File: config.mk
export PLATFORM = sky130hd
export DESIGN_NAME = btset_exec
export DESIGN_NICKNAME = d
export VERILOG_FILES = /design/src/rtl/btset_pkg.sv /design/src/rtl/btset_decode.sv /design/src/rtl/btset_datapath.sv /design/src/rtl/btset_outreg.sv /design/src/rtl/btset_exec.sv
export SDC_FILE = /design/constraint.sdc
export NUM_CORES = 1
export LEC_CHECK = 0
export CORE_ASPECT_RATIO = 0.9
export CORE_MARGIN = 1.5
export CORE_UTILIZATION = 45
export DETAILED_ROUTE_END_ITERATION = 16
export PLACE_DENSITY_LB_ADDON = 0.15
export SKIP_CTS_REPAIR_TIMING = 1
export SLEW_MARGIN = 20
export SYNTH_ARGS = -nofsm -noshare
export SYNTH_HDL_FRONTEND = slang
export SYNTH_HIERARCHICAL = 1
export SYNTH_SLANG_ARGS = --single-unit
File: constraint.sdc
create_clock -name clk -period 1.25 [get_ports clk]
set_input_delay 0.25 -clock clk [delete_from_list [all_inputs] [get_ports clk]]
set_output_delay 0.25 -clock clk [all_outputs]
set_load 0.005 [all_outputs]
File: src/rtl/btset_pkg.sv
package btset_pkg;

   typedef enum logic [1:0] {
      OSZ_16 = 2'd0,
      OSZ_32 = 2'd1,
      OSZ_64 = 2'd2
   } opsize_e;

   typedef enum logic [1:0] {
      ACT_EXEC  = 2'd0,
      ACT_FAULT = 2'd1,
      ACT_PASS  = 2'd2
   } action_e;

   localparam int NFLAGS  = 6;
   localparam int FLAG_CF = 0;
   localparam int FLAG_PF = 1;
   localparam int FLAG_AF = 2;
   localparam int FLAG_ZF = 3;
   localparam int FLAG_SF = 4;
   localparam int FLAG_OF = 5;

   typedef struct packed {
      action_e act;
      opsize_e osz;
      logic    use_imm;
   } dec_t;

endpackage

File: src/rtl/btset_decode.sv
module btset_decode
   import btset_pkg::*;
#(
   parameter logic [7:0] OPC_REG   = 8'hAB,
   parameter logic [7:0] OPC_IMM   = 8'hBA,
   parameter logic [2:0] IMM_EXT   = 3'd5,
   parameter bit         SUPPORT_64 = 1'b1
) (
   input  logic       long_mode,
   input  logic       rexw,
   input  logic       opsize_ovr,
   input  logic       lock,
   input  logic [7:0] opc,
   input  logic [2:0] reg_f,
   input  logic [1:0] mod_f,
   output dec_t       dec
);

   localparam logic [1:0] MOD_REG = 2'd3;

   logic wide;
   logic hit_reg;
   logic hit_imm;
   logic reg_dst;

   generate
      if (SUPPORT_64) begin : g_w64
         assign wide = long_mode & rexw;
      end else begin : g_w32
         assign wide = 1'b0;
      end
   endgenerate

   assign hit_reg = (opc == OPC_REG);
   assign hit_imm = (opc == OPC_IMM) && (reg_f == IMM_EXT);
   assign reg_dst = (mod_f == MOD_REG);

   always_comb begin
      dec.use_imm = hit_imm;
      if (wide)            dec.osz = OSZ_64;
      else if (opsize_ovr) dec.osz = OSZ_16;
      else                 dec.osz = OSZ_32;

      if (!(hit_reg || hit_imm)) dec.act = ACT_FAULT;
      else if (!reg_dst)         dec.act = ACT_PASS;
      else if (lock)             dec.act = ACT_FAULT;
      else                       dec.act = ACT_EXEC;
   end

endmodule

File: src/rtl/btset_datapath.sv
module btset_datapath
   import btset_pkg::*;
#(
   parameter int DATA_W = 64,
   parameter int IDX_W  = $clog2(DATA_W)
) (
   input  logic [DATA_W-1:0] dst,
   input  logic [IDX_W-1:0]  off_lo,
   input  logic [7:0]        imm,
   input  dec_t              dec,
   output logic [DATA_W-1:0] res,
   output logic              cf
);

   localparam int OFF_W = (IDX_W > 8) ? IDX_W : 8;
   localparam int HALF  = 16;
   localparam int WORD  = 32;
   localparam logic [OFF_W-1:0] MASK16 = OFF_W'(HALF - 1);
   localparam logic [OFF_W-1:0] MASK32 = OFF_W'(WORD - 1);
   localparam logic [OFF_W-1:0] MASK64 = OFF_W'(DATA_W - 1);

   logic [OFF_W-1:0]  off_pick;
   logic [OFF_W-1:0]  off_mask;
   logic [OFF_W-1:0]  off_mod;
   logic [DATA_W-1:0] sel_oh;
   logic [DATA_W-1:0] set_val;

   assign off_pick = dec.use_imm ? OFF_W'(imm) : OFF_W'(off_lo);

   always_comb begin
      unique case (dec.osz)
         OSZ_16:  off_mask = MASK16;
         OSZ_32:  off_mask = MASK32;
         default: off_mask = MASK64;
      endcase
   end

   assign off_mod = off_pick & off_mask;

   generate
      for (genvar i = 0; i < DATA_W; i++) begin : g_sel
         assign sel_oh[i] = (off_mod == OFF_W'(i));
      end
   endgenerate

   assign cf      = |(dst & sel_oh);
   assign set_val = dst | sel_oh;

   always_comb begin
      unique case (dec.osz)
         OSZ_16:  res = {dst[DATA_W-1:HALF], set_val[HALF-1:0]};
         OSZ_32:  res = {{(DATA_W-WORD){1'b0}}, set_val[WORD-1:0]};
         default: res = set_val;
      endcase
   end

endmodule

File: src/rtl/btset_outreg.sv
module btset_outreg
   import btset_pkg::*;
#(
   parameter int DATA_W = 64
) (
   input  logic              clk,
   input  logic              rst_n,
   input  logic              in_valid,
   output logic              in_ready,
   input  logic [DATA_W-1:0] nxt_val,
   input  logic              nxt_cf,
   input  logic [NFLAGS-1:0] nxt_mask,
   input  logic              nxt_wb,
   input  logic              nxt_fault,
   output logic              out_valid,
   input  logic              out_ready,
   output logic [DATA_W-1:0] res_val,
   output logic              res_cf,
   output logic [NFLAGS-1:0] flag_wmask,
   output logic              wb_en,
   output logic              fault_ud
);

   logic take;

   assign in_ready = !out_valid || out_ready;
   assign take     = in_valid && in_ready;

   always_ff @(posedge clk or negedge rst_n) begin
      if (!rst_n) begin
         out_valid <= 1'b0;
      end else if (in_ready) begin
         out_valid <= in_valid;
      end
   end

   always_ff @(posedge clk or negedge rst_n) begin
      if (!rst_n) begin
         res_val    <= '0;
         res_cf     <= 1'b0;
         flag_wmask <= '0;
         wb_en      <= 1'b0;
         fault_ud   <= 1'b0;
      end else if (take) begin
         res_val    <= nxt_val;
         res_cf     <= nxt_cf;
         flag_wmask <= nxt_mask;
         wb_en      <= nxt_wb;
         fault_ud   <= nxt_fault;
      end
   end

endmodule

File: src/rtl/btset_exec.sv
module btset_exec
   import btset_pkg::*;
#(
   parameter int         DATA_W     = 64,
   parameter int         IDX_W      = $clog2(DATA_W),
   parameter logic [7:0] OPC_REG    = 8'hAB,
   parameter logic [7:0] OPC_IMM    = 8'hBA,
   parameter logic [2:0] IMM_EXT    = 3'd5,
   parameter bit         SUPPORT_64 = 1'b1
) (
   input  logic              clk,
   input  logic              rst_n,
   input  logic              in_valid,
   output logic              in_ready,
   input  logic              long_mode,
   input  logic              pfx_rexw,
   input  logic              pfx_opsize,
   input  logic              pfx_lock,
   input  logic [7:0]        opc_byte,
   input  logic [2:0]        modrm_reg,
   input  logic [1:0]        modrm_mod,
   input  logic [7:0]        imm8,
   input  logic [DATA_W-1:0] dst_val,
   input  logic [IDX_W-1:0]  off_lo,
   output logic              out_valid,
   input  logic              out_ready,
   output logic [DATA_W-1:0] res_val,
   output logic              res_cf,
   output logic [NFLAGS-1:0] flag_wmask,
   output logic              wb_en,
   output logic              fault_ud
);

   localparam logic [NFLAGS-1:0] CF_ONLY = NFLAGS'(1) << FLAG_CF;

   generate
      if (DATA_W != 64) begin : g_bad_width
         $error("btset_exec: DATA_W must be 64");
      end
      if (IDX_W != $clog2(DATA_W)) begin : g_bad_idx
         $error("btset_exec: IDX_W must equal clog2(DATA_W)");
      end
      if (OPC_REG == OPC_IMM) begin : g_bad_opc
         $error("btset_exec: opcode forms must differ");
      end
   endgenerate

   dec_t              dec;
   logic [DATA_W-1:0] dp_res;
   logic              dp_cf;
   logic [DATA_W-1:0] nxt_val;
   logic              nxt_cf;
   logic [NFLAGS-1:0] nxt_mask;
   logic              nxt_wb;
   logic              nxt_fault;

   btset_decode #(
      .OPC_REG    (OPC_REG),
      .OPC_IMM    (OPC_IMM),
      .IMM_EXT    (IMM_EXT),
      .SUPPORT_64 (SUPPORT_64)
   ) u_dec (
      .long_mode  (long_mode),
      .rexw       (pfx_rexw),
      .opsize_ovr (pfx_opsize),
      .lock       (pfx_lock),
      .opc        (opc_byte),
      .reg_f      (modrm_reg),
      .mod_f      (modrm_mod),
      .dec        (dec)
   );

   btset_datapath #(
      .DATA_W (DATA_W),
      .IDX_W  (IDX_W)
   ) u_dp (
      .dst    (dst_val),
      .off_lo (off_lo),
      .imm    (imm8),
      .dec    (dec),
      .res    (dp_res),
      .cf     (dp_cf)
   );

   always_comb begin
      nxt_val   = dst_val;
      nxt_cf    = 1'b0;
      nxt_mask  = '0;
      nxt_wb    = 1'b0;
      nxt_fault = 1'b0;
      unique case (dec.act)
         ACT_EXEC: begin
            nxt_val  = dp_res;
            nxt_cf   = dp_cf;
            nxt_mask = CF_ONLY;
            nxt_wb   = 1'b1;
         end
         ACT_FAULT: nxt_fault = 1'b1;
         default: ;
      endcase
   end

   btset_outreg #(
      .DATA_W (DATA_W)
   ) u_out (
      .clk        (clk),
      .rst_n      (rst_n),
      .in_valid   (in_valid),
      .in_ready   (in_ready),
      .nxt_val    (nxt_val),
      .nxt_cf     (nxt_cf),
      .nxt_mask   (nxt_mask),
      .nxt_wb     (nxt_wb),
      .nxt_fault  (nxt_fault),
      .out_valid  (out_valid),
      .out_ready  (out_ready),
      .res_val    (res_val),
      .res_cf     (res_cf),
      .flag_wmask (flag_wmask),
      .wb_en      (wb_en),
      .fault_ud   (fault_ud)
   );

endmodule

==> impl_metrics.csv, run 1 <==
group,metric,value,unit
outcome,status,"finished with violations",
outcome,violations,"negative setup slack",
timing,setup_violations,74,
synthesis,yosysUniqueCellTypes,76,
worst_setup_path,crit_arrival,2880,ps
place,gp_congestion,0.979,
power_and_ir_drop,power_frac_clock,0.291,
timing,fin_crit_sh,2.12,
power_and_ir_drop,swShare,0.295,
worst_setup_path,path_max_fanout,6,
synthesis,synth_seq_cells,74,
clocking,cts_root_buf,"clkbuf_16",
synthesis,avgSynthCellArea,11.3,um^2
clocking,insertion_delay,350,ps
finish,num_antenna_cells,0,
timing,rsz0062_at_grt,"yes",
routing,ant_nets,0,
clocking,cts_buffer_depth,2,
routing,drt_iter0_markers,495,
routing,first_pass_iters,5,
worst_setup_path,crit_start,"opc_byte[2]",
synthesis,yosys_most_used_dff,"dfrtp_1",
finish,fillers,728,
grt,gr-total-overflow,0,
die,die_h,114,um
finish,drive_above_1_share,0.524,
die,die_x,126,um
finish,final_cell_mix,"buf_4 (184), mux2_4 (131), clkdlybuf4s50_1 (84)",
power_and_ir_drop,total_power,9.08,mW
die,rows,40,
grt,antenna_found_initial,1,
job,cap_viol_max_count,0,
routing,via_count,6482,
worst_setup_path,crit_type,"primary input to flop",
worst_setup_path,crit_required,1480,ps
die,io-pin-count,174,
clocking,clkTransAtPathRegs,60,ps
timing,fmax,378,MHz
synthesis,async_flop_share,1.00,
timing,maxSlewHeadroom,0.659,
clocking,cts.sinks,74,
place,pre_cts_ws,-2170,ps
synthesis,yosysSeqAreaShare,0.300,
clocking,cts_tree,"yes",
die,start_util,0.462,
power_and_ir_drop,p_sw,2.68,mW
power_and_ir_drop,power.leakage,5.59,nW
timing,skew,6.56,ps
timing,period_needed,2650,ps
synthesis,netlist_instances,545,
synthesis,yosysWarnings,6,
worst_setup_path,cp-start-kind,"primary input",
worst_setup_path,cp-end-kind,"flop",
power_and_ir_drop,power_frac_seq,0.323,
grt,grt_pass1_vias,6003,
power_and_ir_drop,pwr_density_cell,840,mW/mm^2
timing,worstMarginPinSlew,510,ps
timing,hold_viol_final,0,
routing,routed_via_density,5.99,
die,dieArea,0.0144,mm^2
die,core,0.0134,mm^2
timing,setup_ws,-1400,ps
finish,syn2layout_area_growth,75.3,%
grt,grt_pass1_wl,35.8,mm
routing,drc,0,
routing,drt_wl_total,27.6,mm
clocking,h-tree-depth,3,
clocking,cts_buffers,9,
place,dpl.hpwl,18.8,mm
power_and_ir_drop,p_int,6.40,mW
worst_hold_path,hold_path_class,"primary input to asynchronous set/reset pin",
grt,grt_max_degree,37,
synthesis,synth_edf_count,0,
finish,nets,1009,
timing,slew_viol_final,0,
grt,groute.usage.overall,0.329,
worst_setup_path,r2r_start,"u_out/out_valid$_DFFE_PN0P_",
power_and_ir_drop,combPwrFrac,0.385,
power_and_ir_drop,vdd_drop_max,0.624,mV
place,port_buffers,171,
synthesis,syn_area,0.00617,mm^2
finish,layout_commonest_cell,"buf_4",
routing,wl_per_cell,25.5,um
[area by class of cell]
cell class / count / area, um^2 / area share
inverter: 3 / 11.3 / 0.00104
multi-input combinational: 431 / 4600 / 0.425
sequential: 74 / 1850 / 0.171
clock buffer: 9 / 225 / 0.0208
clock inverter: 6 / 67.6 / 0.00625
tap: 168 / 210 / 0.0194
timing repair buffer: 391 / 3850 / 0.356
[metrics by stage]
stage / hold WS [ps] / util / setup TNS (ps) / instances / instance area (um^2)
finish: 317 / 0.809 / -78650 / 1082 / 10800
global route: 335 / 0.809 / -81970 / 1082 / 10800
CTS: -226 / 0.704 / -113130 / 1023 / 9410
detailed placement: 142 / 0.682 / -123440 / 1008 / 9110
global placement: 135 / 0.682 / -119680 / 1008 / 9110
floorplan: -45.6 / - / -83550 / 549 / 6230
[critical path, stage by stage]
cell and delay [ps]:
clkbuf_2 80, and4bb_2 320, nand3_4 80, nor3_4 150, buf_12 150, buf_12 110
nand3b_4 190, a22oi_2 130, buf_4 170, a22oi_1 210, a21boi_1 140, a2111oi_4 350
nand4b_1 140, and2_1 160, mux2_4 250
[state kept, by name (all words and copies together) (netlist names)]
name and count:
u_out/res_cf 1, u_out/wb_en 1, u_out/fault_ud 1, u_out/flag_wmask 6
u_out/out_valid 1, u_out/res_val 64
[power by group through the flow]
| stage | sequential, mW | clock (mW) | combinational (mW) |
|---|---|---|---|
| 6_report | 2.94 | 2.65 | 3.50 |
| 5_1_grt | 2.97 | 2.79 | 3.64 |
| 4_1_cts | 2.95 | 2.67 | 3.01 |
| 3_5_place_dp | 2.99 | 0 | 2.99 |
| 3_3_place_gp | 2.96 | 0 | 2.95 |
| 2_1_floorplan | 2.98 | 0 | 1.23 |
[final timing paths]
check,end,depth (start not counted),slack (ps)
worst max-delay path,u_out/res_cf$_DFFE_PN0P_,15,-1400
worst min-delay path,u_out/res_val[16]$_DFFE_PN0P_,2,320
worst max register to register,u_out/res_val[8]$_DFFE_PN0P_,5,-130
worst min register to register,u_out/res_val[0]$_DFFE_PN0P_,1,500
max in group asynchronous,u_out/res_val[54]$_DFFE_PN0P_,3,440
min in group clk,u_out/res_val[0]$_DFFE_PN0P_,1,500
[cell usage after synthesis, drive strengths merged, types with 5 or more instances]
| library cell | n | share of area |
|---|---|---|
| a2111oi | 6 | 0.011 |
| mux2 | 143 | 0.33 |
| nand3b | 7 | 0.015 |
| o21ai | 5 | 0.0047 |
| nand2 | 28 | 0.019 |
| nor2 | 47 | 0.029 |
| o22ai | 5 | 0.0073 |
| and2 | 9 | 0.0091 |
| nand3 | 11 | 0.0097 |
| a21oi | 26 | 0.021 |
| o21bai | 9 | 0.011 |
| a22oi | 12 | 0.020 |
| dfrtp | 74 | 0.30 |
| a21o | 21 | 0.026 |
| clkbuf | 10 | 0.0063 |
| a31oi | 11 | 0.011 |
| nand4 | 6 | 0.0061 |
| buf | 31 | 0.050 |
| mux2i | 6 | 0.0097 |
| nand4b | 5 | 0.0071 |
| and3 | 8 | 0.0081 |
| or3b | 6 | 0.0089 |
| nor2b | 5 | 0.0051 |
[cells by family after synthesis]
group	count (synthesis)	synth area share
compound gates	125	0.155
buf+inv	44	0.0584
flops	74	0.300
mux	149	0.339
other cells	1	0.000608
simple gates	152	0.147
[routing by layer]
layer  vias up  global-route usage  routed length [um]
li1       2789                   -                   -
met1      3242               0.435               11300
met3        88              0.0565                1940
met4         0              0.0881                1030
met2       363               0.558               13300
met5         -                   0                   0
No activity file was read; power rests on OpenSTA's default activity.
==> run 2, diff against run 1 <==
- CORE_MARGIN: 1.5 -> 2
- SETUP_SLACK_MARGIN: default -> 0.4
==> impl_metrics.csv, run 2 (synthesized netlist as in run 1, its figures left out) <==
group,metric,value,unit
worst_setup_path,crit_family,"simple AND/OR/NAND/NOR gates",
worst_setup_path,crit_path_top_delay_cell,"a2111oi_2",
clocking,cts_root_buf,"clkbuf_16",
finish,num_antenna_cells,0,
power_and_ir_drop,swShare,0.292,
worst_setup_path,path_max_fanout,5,
clocking,cts_tree,"yes",
finish,largest_reg_flops,64,
clocking,insertion_delay,350,ps
routing,wl_per_cell,25.3,um
clocking,cts_buffers,9,
worst_hold_path,hold_path_class,"primary input to asynchronous set/reset pin",
timing,setup_ws,-1520,ps
grt,gr-total-overflow,0,
timing,hold_ws,-189,ps
place,port_buffers,171,
die,die_h,115,um
routing,drt_iter0_markers,636,
worst_setup_path,cp_common_cell,"buf_4",
timing,worstMarginPinSlew,654,ps
routing,drt_wl_total,27.8,mm
clocking,clkTransAtPathRegs,60,ps
finish,layout_commonest_cell,"buf_4",
power_and_ir_drop,power.leakage,5.08,nW
worst_setup_path,crit_type,"primary input to flop",
finish,largestRegisters,"u_out/res_val (64), u_out/flag_wmask (6)",
worst_setup_path,max_stage_delay,400,ps
finish,final_cell_mix,"buf_4 (191), mux2_4 (133), clkdlybuf4s50_1 (84)",
die,die_x,127,um
clocking,h-tree-depth,3,
power_and_ir_drop,p_int,6.52,mW
die,core,0.0134,mm^2
routing,first_pass_iters,5,
finish,syn2layout_area_growth,70.6,%
power_and_ir_drop,p_sw,2.69,mW
timing,period_needed,2770,ps
worst_setup_path,crit_required,1480,ps
routing,drc,0,
timing,setup_violations,73,
worst_setup_path,critical_path.cell_chain,"dlymetal6s2s_1, and4bb_2, nand3_4, nor3_4, clkbuf_16, buf_4, buf_4, and2_1, buf_4, and3_1, a2111oi_2, o2111ai_1, o211ai_1, nand4b_1, and2_1, mux2_4",
place,gp_congestion,0.967,
die,io-pin-count,174,
clocking,cts.sinks,74,
power_and_ir_drop,power_frac_clock,0.317,
clocking,cts_buffer_depth,2,
power_and_ir_drop,power_frac_seq,0.318,
timing,hold_viol_final,18,
power_and_ir_drop,combPwrFrac,0.365,
worst_setup_path,cp-end-kind,"flop",
die,start_util,0.462,
place,dpl.hpwl,19.0,mm
die,rows,40,
grt,grt_pass1_vias,6184,
timing,rsz0062_at_grt,"yes",
outcome,violations,"negative hold slack, negative setup slack",
timing,setup_tns,-81770,ps
timing,slew_viol_final,0,
routing,ant_nets,0,
job,cap_viol_max_count,0,
worst_setup_path,cp-start-kind,"primary input",
die,dieArea,0.0147,mm^2
timing,maxSlewHeadroom,0.561,
finish,regMostFlops,"u_out/res_val",
worst_setup_path,crit_arrival,3000,ps
grt,grt_pass1_wl,36.0,mm
power_and_ir_drop,vdd_drop_max,0.972,mV
timing,fin_crit_sh,2.22,
routing,via_count,6491,
grt,grt_max_degree,39,
routing,routed_via_density,5.91,
place,pre_cts_ws,-2120,ps
timing,fmax,361,MHz
worst_setup_path,cp_num_buf_inv,5,
power_and_ir_drop,pwr_density_cell,875,mW/mm^2
finish,final_cells,1099,
grt,antenna_found_initial,0,
finish,drive_above_1_share,0.613,
outcome,status,"finished with violations",
finish,nets,1025,
timing,skew,6.41,ps
place,placed_cells,1003,
grt,groute.usage.overall,0.329,
## run 2: final cells by class
type | instances | area (um^2)
multi-input combinational | 431 | 4600
clock inverter | 6 | 88.8
timing repair buffer | 407 | 3520
inverter | 3 | 11.3
sequential | 74 | 1850
tap | 168 | 210
clock buffer | 10 | 239
fill | 831 | 2840
## run 2: metrics by stage
| step | cell area [um^2] | total power [mW] | utilization | hold slack [ps] |
|---|---|---|---|---|
| floorplan | 6240 | 4.21 | - | -45.6 |
| global placement | 9150 | 5.92 | 0.685 | 164 |
| detailed placement | 9150 | 5.99 | 0.685 | 171 |
| CTS | 9480 | 8.94 | 0.709 | -201 |
| global route | 10500 | 9.54 | 0.788 | -177 |
| finish | 10500 | 9.21 | 0.788 | -189 |
## run 2: final timing paths
kind                                          startpoint                       endpoint  slack, ps  depth (start not counted)
max                                          opc_byte[7]       u_out/res_cf$_DFFE_PN0P_      -1520                         16
min                                                rst_n  u_out/res_val[18]$_DFFE_PN0P_       -190                          1
max reg2reg                  u_out/out_valid$_DFFE_PN0P_     u_out/fault_ud$_DFFE_PN0P_        -60                          4
min reg2reg                u_out/res_val[47]$_DFFE_PN0P_  u_out/res_val[47]$_DFFE_PN0P_        510                          1
max in group asynchronous                          rst_n   u_out/res_val[3]$_DFFE_PN0P_        920                          2
min in group clk           u_out/res_val[47]$_DFFE_PN0P_  u_out/res_val[47]$_DFFE_PN0P_        510                          1
## run 2: power groups by stage
stage / registers [mW] / logic [mW] / clock network (mW)
after global routing: 2.96 / 3.51 / 3.08
after CTS: 2.95 / 3.03 / 2.96
after global placement: 2.95 / 2.97 / 0
after detailed placement: 2.98 / 3.01 / 0
after floorplan: 2.98 / 1.24 / 0
final: 2.93 / 3.36 / 2.92
## run 2: metal layers
layer / GRT usage / share of wire
met3: 0.0689 / 0.074
met2: 0.532 / 0.46
met5: 0 / 0
met1: 0.422 / 0.41
met4: 0.160 / 0.055
